**src/rtl/srs_pkg.sv**
```systemverilog
package srs_pkg;
  localparam int unsigned SRS_DW    = 8;
  localparam int unsigned SRS_DEPTH = 128;
  localparam int unsigned SRS_CMD_BYTES = 3;

  localparam logic [7:0] SRS_OP_READ  = 8'b1001_1101;
  localparam logic [7:0] SRS_OP_WRITE = 8'b0110_0010;

  typedef enum logic [1:0] {
    ST_IDLE = 2'd0,
    ST_CMD  = 2'd1,
    ST_DATA = 2'd2,
    ST_LOCK = 2'd3
  } srs_state_e;
endpackage

```
**src/rtl/srs_sync.sv**
```systemverilog
module srs_sync #(
  parameter int unsigned W = 1,
  parameter int unsigned STAGES = 2
) (
  input  logic         clk,
  input  logic         rst_n,
  input  logic [W-1:0] async_i,
  output logic [W-1:0] sync_o
);
  logic [W-1:0] stage_q [STAGES];

  always_ff @(posedge clk or negedge rst_n) begin
    if (!rst_n) begin
      for (int s = 0; s < STAGES; s++) stage_q[s] <= '0;
    end else begin
      stage_q[0] <= async_i;
      for (int s = 1; s < STAGES; s++) stage_q[s] <= stage_q[s-1];
    end
  end

  assign sync_o = stage_q[STAGES-1];
endmodule

```
**src/rtl/srs_edge.sv**
```systemverilog
module srs_edge (
  input  logic clk,
  input  logic rst_n,
  input  logic lvl_i,
  output logic rise_o,
  output logic fall_o
);
  logic prev_q;

  always_ff @(posedge clk or negedge rst_n) begin
    if (!rst_n) prev_q <= 1'b0;
    else        prev_q <= lvl_i;
  end

  assign rise_o = lvl_i & ~prev_q;
  assign fall_o = ~lvl_i & prev_q;
endmodule

```
**src/rtl/srs_mem.sv**
```systemverilog
module srs_mem #(
  parameter int unsigned DEPTH = 128,
  parameter int unsigned DW    = 8,
  localparam int unsigned AW   = $clog2(DEPTH)
) (
  input  logic          clk,
  input  logic          rst_n,
  input  logic          we_i,
  input  logic [AW-1:0] addr_i,
  input  logic [DW-1:0] wdata_i,
  output logic [DW-1:0] rdata_o
);
  logic [DW-1:0] cell_q [DEPTH];

  always_ff @(posedge clk or negedge rst_n) begin
    if (!rst_n) begin
      for (int i = 0; i < DEPTH; i++) cell_q[i] <= '0;
    end else if (we_i) begin
      cell_q[addr_i] <= wdata_i;
    end
  end

  assign rdata_o = cell_q[addr_i];
endmodule

```
**src/rtl/srs_ctrl.sv**
```systemverilog
module srs_ctrl
  import srs_pkg::*;
#(
  parameter int unsigned DEPTH = 128,
  parameter int unsigned DW    = 8,
  localparam int unsigned AW   = $clog2(DEPTH),
  localparam int unsigned BW   = $clog2(DW),
  localparam int unsigned CMD_W = SRS_CMD_BYTES * DW,
  localparam int unsigned CW   = $clog2(CMD_W)
) (
  input  logic          clk,
  input  logic          rst_n,
  input  logic          s_en,
  input  logic          s_dq,
  input  logic          s_rise,
  input  logic          s_fall,
  output logic          mem_we,
  output logic [AW-1:0] mem_addr,
  output logic [DW-1:0] mem_wdata,
  input  logic [DW-1:0] mem_rdata,
  output logic          dq_o,
  output logic          dq_oe
);
  srs_state_e    state_q;
  logic [CMD_W-1:0] cmd_q;
  logic [CW-1:0] cnt_q;
  logic [BW-1:0] bit_q;
  logic [AW-1:0] addr_q;
  logic          rd_q, burst_q;
  logic [DW-1:0] wbuf_q;

  logic [CMD_W-1:0] cmd_next;
  logic [DW-1:0] op_b, adr_b, flg_b;
  logic          cmd_ok, last_bit;

  assign cmd_next = {s_dq, cmd_q[CMD_W-1:1]};
  assign op_b     = cmd_next[DW-1:0];
  assign adr_b    = cmd_next[2*DW-1:DW];
  assign flg_b    = cmd_next[3*DW-1:2*DW];
  assign cmd_ok   = ((op_b == SRS_OP_READ) || (op_b == SRS_OP_WRITE))
                    && !adr_b[DW-1] && (flg_b[DW-2:0] == '0);
  assign last_bit = (bit_q == BW'(DW-1));

  always_ff @(posedge clk or negedge rst_n) begin
    if (!rst_n) begin
      state_q <= ST_IDLE;
      cmd_q   <= '0;
      cnt_q   <= '0;
      bit_q   <= '0;
      addr_q  <= '0;
      rd_q    <= 1'b0;
      burst_q <= 1'b0;
      wbuf_q  <= '0;
      dq_o    <= 1'b0;
      dq_oe   <= 1'b0;
    end else if (!s_en) begin
      state_q <= ST_IDLE;
      cnt_q   <= '0;
      bit_q   <= '0;
      dq_oe   <= 1'b0;
    end else begin
      unique case (state_q)
        ST_IDLE: begin
          state_q <= ST_CMD;
          cnt_q   <= '0;
        end
        ST_CMD: if (s_rise) begin
          cmd_q <= cmd_next;
          if (cnt_q == CW'(CMD_W-1)) begin
            if (cmd_ok) begin
              state_q <= ST_DATA;
              addr_q  <= adr_b[AW-1:0];
              rd_q    <= (op_b == SRS_OP_READ);
              burst_q <= flg_b[DW-1] && (adr_b[AW-1:0] == '0);
              bit_q   <= '0;
            end else begin
              state_q <= ST_LOCK;
            end
          end else begin
            cnt_q <= cnt_q + 1'b1;
          end
        end
        ST_DATA: begin
          if (rd_q && s_fall) begin
            dq_o  <= mem_rdata[bit_q];
            dq_oe <= 1'b1;
          end
          if (s_rise) begin
            if (!rd_q) wbuf_q <= {s_dq, wbuf_q[DW-1:1]};
            bit_q <= bit_q + 1'b1;
            if (last_bit) begin
              if (burst_q) begin
                addr_q <= addr_q + 1'b1;
              end else begin
                state_q <= ST_LOCK;
                dq_oe   <= 1'b0;
              end
            end
          end
        end
        default: ;
      endcase
    end
  end

  assign mem_we    = (state_q == ST_DATA) && !rd_q && s_rise && last_bit && s_en;
  assign mem_addr  = addr_q;
  assign mem_wdata = {s_dq, wbuf_q[DW-1:1]};

  // the pad is driven only during the data phase of a read
  p_oe_read_only_r6: assert property (@(posedge clk) disable iff (!rst_n)
    dq_oe |-> (state_q == ST_DATA && rd_q));

  // enable low releases the pad on the next cycle
  p_release_r9: assert property (@(posedge clk) disable iff (!rst_n)
    !s_en |=> !dq_oe);

  // lockout holds while the enable stays high
  p_lock_sticky_r4: assert property (@(posedge clk) disable iff (!rst_n)
    (state_q == ST_LOCK && s_en) |=> (state_q == ST_LOCK));

  // a single-byte store closes the transfer
  p_single_done_r5: assert property (@(posedge clk) disable iff (!rst_n)
    (mem_we && !burst_q) |=> (state_q == ST_LOCK || state_q == ST_IDLE));

  // burst address wraps from the top back to zero
  p_burst_wrap_r7: assert property (@(posedge clk) disable iff (!rst_n)
    (state_q == ST_DATA && burst_q && s_en && s_rise && last_bit
     && addr_q == AW'(DEPTH-1)) |=> (addr_q == '0));
endmodule

```
**src/rtl/serial_ram_slave.sv**
```systemverilog
module serial_ram_slave
  import srs_pkg::*;
#(
  parameter int unsigned DEPTH = SRS_DEPTH,
  parameter int unsigned DW    = SRS_DW,
  localparam int unsigned AW   = $clog2(DEPTH)
) (
  input  logic clk,
  input  logic rst_n,
  input  logic ser_clk_i,
  input  logic ser_rst_i,
  input  logic ser_dq_i,
  output logic ser_dq_o,
  output logic ser_dq_oe
);
  logic [2:0] pins_s;
  logic s_rise, s_fall;
  logic mem_we;
  logic [AW-1:0] mem_addr;
  logic [DW-1:0] mem_wdata, mem_rdata;

  srs_sync #(.W(3), .STAGES(2)) u_sync (
    .clk(clk), .rst_n(rst_n),
    .async_i({ser_dq_i, ser_rst_i, ser_clk_i}),
    .sync_o(pins_s)
  );

  srs_edge u_edge (
    .clk(clk), .rst_n(rst_n), .lvl_i(pins_s[0]),
    .rise_o(s_rise), .fall_o(s_fall)
  );

  srs_ctrl #(.DEPTH(DEPTH), .DW(DW)) u_ctrl (
    .clk(clk), .rst_n(rst_n),
    .s_en(pins_s[1]), .s_dq(pins_s[2]),
    .s_rise(s_rise), .s_fall(s_fall),
    .mem_we(mem_we), .mem_addr(mem_addr),
    .mem_wdata(mem_wdata), .mem_rdata(mem_rdata),
    .dq_o(ser_dq_o), .dq_oe(ser_dq_oe)
  );

  srs_mem #(.DEPTH(DEPTH), .DW(DW)) u_mem (
    .clk(clk), .rst_n(rst_n),
    .we_i(mem_we), .addr_i(mem_addr),
    .wdata_i(mem_wdata), .rdata_o(mem_rdata)
  );
endmodule

```
**config.mk**
```make
export PLATFORM = sky130hd
export DESIGN_NAME = serial_ram_slave
export DESIGN_NICKNAME = d
export VERILOG_FILES = /design/src/rtl/srs_pkg.sv /design/src/rtl/srs_sync.sv /design/src/rtl/srs_edge.sv /design/src/rtl/srs_mem.sv /design/src/rtl/srs_ctrl.sv /design/src/rtl/serial_ram_slave.sv
export SDC_FILE = /design/constraint.sdc
export NUM_CORES = 2
export LEC_CHECK = 0
export ABC_AREA = 1
export BUFFER_PORTS_ARGS = -buffer_cell sky130_fd_sc_hd__buf_2
export CORE_MARGIN = 2
export CORE_UTILIZATION = 43
export DETAILED_ROUTE_END_ITERATION = 8
export GPL_ROUTABILITY_DRIVEN = 0
export SLEW_MARGIN = 5
export SYNTH_ARGS = -nofsm -noshare
export SYNTH_HDL_FRONTEND = slang
export SYNTH_SLANG_ARGS = --single-unit
```
**constraint.sdc**
```tcl
create_clock -name clk -period 3.7 [get_ports clk]
set_input_delay 0.555 -clock clk [delete_from_list [all_inputs] [get_ports clk]]
set_output_delay 0.555 -clock clk [all_outputs]
set_load 0.05 [all_outputs]
```
* Yosys cells after proc, flatten, opt, wreduce, memory -nomap -nowiden *
Index checks and enable logic that the tools add are counted.

storage, ports and cells
  flip-flop bits (word level) = 1084
  input bits = 5
  output and inout port bits = 2
  logic and storage cells = 239

operators by class
  add/sub/neg operators = 3
  $lt $le $gt $ge = 3
  equality and inequality tests = 23
  multiplexer cells = 39
  bitwise operators = 6
  reduce and logical (&&, ||, !) cells = 24

operator list
  cell                   number
  $bwmux W1024           1
  $bmux W8 S7            1
  $demux W8 S7           1
  $mux W7                6
  $mux W8                3
  $mux W3                5
  $mux W5                3
  $ne A3 B2 Y1 const B   5
  $logic_not A7 Y1       2
  $ne A2 B1 Y1 const B   7
  $pmux W7 S2            1
  $mux W2                6
  $pmux W5 S2            1
  $reduce_and A5 Y1      2
  $logic_and A1 B1 Y1    9
  $reduce_and A3 Y1      3
  $eq A8 B7 Y1 const B   1
  $eq A8 B8 Y1 const B   1
  $ge A8 B8 Y1 const B   1
  $lt A8 B1 Y1 const B   1
  $mux W1                8
  $not A7 Y8             1
  $reduce_and A8 Y1      1
  $add A7 B1 Y7 const B  1
  other kinds (21)       27

* Depth between registers and ports, before layout *
  depth after elaboration = 9
  mapped depth = 19
  depth with buffers taken out = 16

* By module *
A second synthesis with hierarchy kept.

second synthesis, totals
  cells, all modules = 7050
  area, all modules = 51459.4 µm²

by module, submodules not included
  module    instances  cells each  area an instance (µm²)
  srs_mem   1          6678        48540.3
  srs_ctrl  1          358         2706.3
  srs_sync  1          9           172.7
  srs_edge  1          5           40.0

* Worst setup path after synthesis *
Ideal clock, no wire load.

  kind = register to register
  start = register u_ctrl.state_q[0]
  end = register u_mem.cell_q[405] (netlist bit)
  setup time = 130 ps
  arrival time = 2184 ps
  required time = 3570 ps
  path slack = 1385 ps
  stages on the path, launching flop included = 12
  buffers on the path = 2
  path through = dfrtp_1 inv_1 ha_1 nand2_2 nor3_4 nand2_4 nor4_4 buf_6 nand2_2 buf_4 nand2_1 o21ai_1

on the way
  longest elaborated chain between the ends = 5

ends and longest elaborated chain
  item                              RTL line         text
  start: declaration                srs_ctrl.sv:24   srs_state_e state_q;
  start signal: assignment          srs_ctrl.sv:46   state_q <= ST_IDLE;
  start signal: assignment          srs_ctrl.sv:57   state_q <= ST_IDLE;
  start signal: assignment          srs_ctrl.sv:64   state_q <= ST_CMD;
  $eq A2 B2 Y1                      srs_ctrl.sv:106  assign mem_we = (state_q == ST_DATA) && !rd_q && s_rise && last_bit && s_en;
  $logic_and A1 B1 Y1 (4 in a row)  srs_ctrl.sv:106
  end signal: indexed assignment    srs_mem.sv:19    cell_q[addr_i] <= wdata_i;
  end: declaration                  srs_mem.sv:13    logic [DW-1:0] cell_q [DEPTH];

Every way passes these cells.
A chain may end at the register's enable or synchronous reset.

* Worst setup path after layout *
  start = register u_ctrl.addr_q[1] (netlist: u_ctrl.mem_addr[1])
  end = register u_ctrl.dq_o

on the way
  longest elaborated chain between the ends = 6

ends and longest elaborated chain
  item                                        RTL line        text
  start: declaration                          srs_ctrl.sv:28  logic [AW-1:0] addr_q;
  start signal: assignment                    srs_ctrl.sv:72  addr_q <= adr_b[AW-1:0];
  start signal: assignment                    srs_ctrl.sv:93  addr_q <= addr_q + 1'b1;
  $not A7 Y8 (implied by the code)            srs_mem.sv:23   assign rdata_o = cell_q[addr_i];
  $bmux W8 S7                                 srs_mem.sv:23
  $mux W8 (implied by the code) (2 in a row)  srs_mem.sv:23
  $bmux W1 S3                                 srs_ctrl.sv:85  dq_o <= mem_rdata[bit_q];
  $mux W1 (implied by the code)               srs_ctrl.sv:85
  end signal: assignment                      srs_ctrl.sv:85
  end: declaration                            srs_ctrl.sv:21  output logic dq_o,

Every way passes these cells. The select of a mux whose other input is x is not followed.

==> qor.csv <==
metric,value,unit
Static Leakage,26.6,nW
placed cell count,7686,
post-synthesis sequential area ratio,52.9,%
final wirelength,150,mm
final cell area excluding filler cells,0.0570,mm^2
Critical Path RT,4310,ps
Slew @ Worst Pin,1060,ps
CP dominant cell by count,nand2_1,
Crit-path slowest cell,dfrtp_1,
Worst setup EP type,register,
Antenna Violating Nets Remaining,0,
unrepaired setup endpoints after global routing,false,
clk_skew,23.5,ps
WL/cell,18.9,um
gr ovfl total,0,
crit-path cells,"nand2_4, inv_2, buf_12, nand3_1, nand2_1, o21ai_0, nand2_1, nor2_1, nand2_1, nor2_1, a21oi_1, nand2_1, nand3_1, nand3_1, nand2_1",
status,finished clean,
worst path bufs/invs,2,
Die W,349,um
"flops & latches, synth",1082,
CTS tree,done,
routed vias,41753,
initial antenna violation count,2,
die outline height,349,um
syn_area_per_cell,7.96,um^2
Via density,5.28,
Peak VDD IR,441,uV
Root Buffer Master,clkbuf_16,
post-synthesis cell type count,35,
H-tree depth,3,
Final #Nets,6285,
post-layout minimum cycle time,3160,ps
power per cell area,591,mW/mm^2
CTS Buffer Depth,3,
Syn-to-layout area delta,11.5,%
setup TNS,0,ps
Mapped Cells,6421,
die area,0.122,mm^2
# fillers,11494,
Initial Utilization,43.3,%
# Max-Cap Violations,0,
Syn Nets,6433,
largest net degree at the start of global routing,125,
Hold Crit Start,u_sync.stage_q[3],
DRT iter0 DRCs,3834,
Sequential Area,0.0271,mm^2
Tcrit/Tclk final,85.5,%
Hold Path Sink,u_sync.sync_o[0],
Critical Path AT,3770,ps
Post-Layout Cell Count,7911,
row count,126,
num ports,7,
"worst slack, placed",599,ps
Synth Warn #,0,
drt pass-1 iters,6,
R2R Path End,u_ctrl.dq_o,
fmax,0.316,GHz
Overall Power,33.7,mW
wl on met1,69.8,mm
share of cells above drive strength 1,9.54,%
"delay-heaviest family, CP",simple AND/OR/NAND/NOR gates,
first-pass GRT wire length,238,mm
"critical path fanouts, max",28,
crit path kind,reg2reg,
Synth Cell Area,0.0511,mm^2
WL met2,67.5,mm
area of the multi-input gates,0.0199,mm^2
GRT Overall Usage,24.9,%
dpl cell area,0.0528,mm^2
setup bufs post-CTS,0,
CTS Hold Bufs,4,
R2R cell count,15,
met3 wire len,8.33,mm
Max Used Layer,met5,
Antenna Cells,0,
clk_lat worst skew,710,ps
"slowest stage delay, CP",580,ps
beginning of the worst register-to-register path,u_ctrl.mem_addr[1],
flop2flop setup slack,540,ps
Num CTS Buffers,117,
total core area,0.118,mm^2
vias in the first global route,39660,
final worst slack,538,ps
count of pins over their slew limit,0,
dpl hpwl,92.1,mm
final hold violation count,0,
final setup fails,0,
Startpoint Class,register,
Slew headroom,29.6,%
Worst-path clk slew,70,ps
worst hold path depth,0,
port buffer count,6,
Hold WC Path Type,reg2reg,
clock sinks,1082,
DRC Markers,0,
post-cts sizing count,0,
## flip-flops by register name (all words and copies together) (netlist names)
signal,cells
u_ctrl.wbuf_q,7
u_ctrl.burst_q,1
u_mem.cell_q,1024
u_ctrl.mem_addr,7
u_sync.stage_q,3
u_ctrl.cnt_q,5
u_ctrl.state_q,2
u_ctrl.dq_o,1
u_edge.prev_q,1
u_ctrl.dq_oe,1
u_sync.sync_o,3
u_ctrl.bit_q,3
u_ctrl.rd_q,1
u_ctrl.cmd_q,23
## stage by stage
stage | hold WS (ps) | util [%]
6_report | 348 | 48.3
5_1_grt | 357 | 48.3
4_1_cts | 349 | 48.3
3_5_place_dp | 338 | 44.7
3_3_place_gp | 337 | 44.7
2_1_floorplan | 259 | -
## cells by family after synthesis
family                     after synthesis  share of synthesized area (%)
DFF                                   1082                           52.9
adders and majority gates                7                          0.171
and+or+nand+nor                       2847                           23.3
AOI/OAI and AO/OA                     1485                           15.3
buffers and inverters                 1000                           8.25
## worst max-delay path by stage
stage / cells past startpoint / startpoint / to / slack [ps]
finish: 15 / u_ctrl.mem_addr[1] / u_ctrl.dq_o / 540
global route: 15 / u_ctrl.mem_addr[1] / u_ctrl.dq_o / 420
CTS: 16 / u_ctrl.mem_addr[2] / u_ctrl.dq_o / 580
floorplan: 11 / u_ctrl.state_q[0] / u_mem.cell_q[405] / 1390
detailed placement: 16 / u_ctrl.mem_addr[2] / u_ctrl.dq_o / 600
global placement: 15 / u_ctrl.mem_addr[1] / u_ctrl.dq_o / 560
## area by class of cell
class | count | share of cell area (%)
Clock inverter | 61 | 1.41
Clock buffer | 160 | 5.86
Multi-Input combinational cell | 4339 | 34.9
Sequential cell | 1082 | 47.5
Tap cell | 1536 | 3.37
Inverter | 562 | 3.75
Timing Repair Buffer | 171 | 3.25
## cells in the final DEF, fill, tap and decap left out, types with 2 or more instances in the layout
cell,instances
o211ai_1,143
nand2_1,1951
clkbuf_8,21
nand2_4,45
dlygate4sd3_1,4
clkinv_8,2
clkbuf_16,119
o21ai_0,1146
nor4_4,6
bufinv_16,18
nand2_2,18
a31oi_1,3
nand3_1,254
o22ai_1,9
clkbuf_1,20
clkinv_2,33
nor2_1,403
ha_1,7
nor3_4,2
dfrtp_1,1081
clkinvlp_4,4
inv_1,546
nor2_4,7
inv_4,8
a21oi_1,19
inv_8,2
inv_6,2
nand4_1,5
inv_2,6
or2_2,136
buf_2,5
buf_4,116
nor3_1,5
nor2_2,9
nor3b_1,2
buf_12,45
o21ai_1,160
nor4_1,4
## metal layers
metal	up-vias	track usage, %
met3	235	3.50
met1	20198	36.1
met4	2	6.64
met5	-	0
li1	20167	-
met2	1151	39.0
## cell usage after synthesis (all sizes together)
cell type / n / share of area (%)
nand2: 2014 / 16
o21ai: 1306 / 13
dfrtp: 1082 / 53
inv: 560 / 4.1
nor2: 419 / 3.2
clkbuf: 260 / 1.9
nand3: 254 / 2.5
buf: 178 / 2.2
o211ai: 143 / 2.1
or2: 136 / 1.7
a21oi: 19 / 0.19
nor4: 10 / 0.30
o22ai: 9 / 0.11
ha: 7 / 0.17
nor3: 7 / 0.11
nand4: 5 / 0.061
a31oi: 3 / 0.037
clkinv: 2 / 0.015
nor3b: 2 / 0.029
a211oi: 1 / 0.015
a31o: 1 / 0.017
a32o: 1 / 0.020
o221ai: 1 / 0.017
o41ai: 1 / 0.017
## where the power goes
part           internal [mW]  switching [mW]
Combinational           2.49            6.43
Sequential              12.0           0.182
Clock                   7.57            5.05
Note: power is estimated with default switching activity, not from simulation.
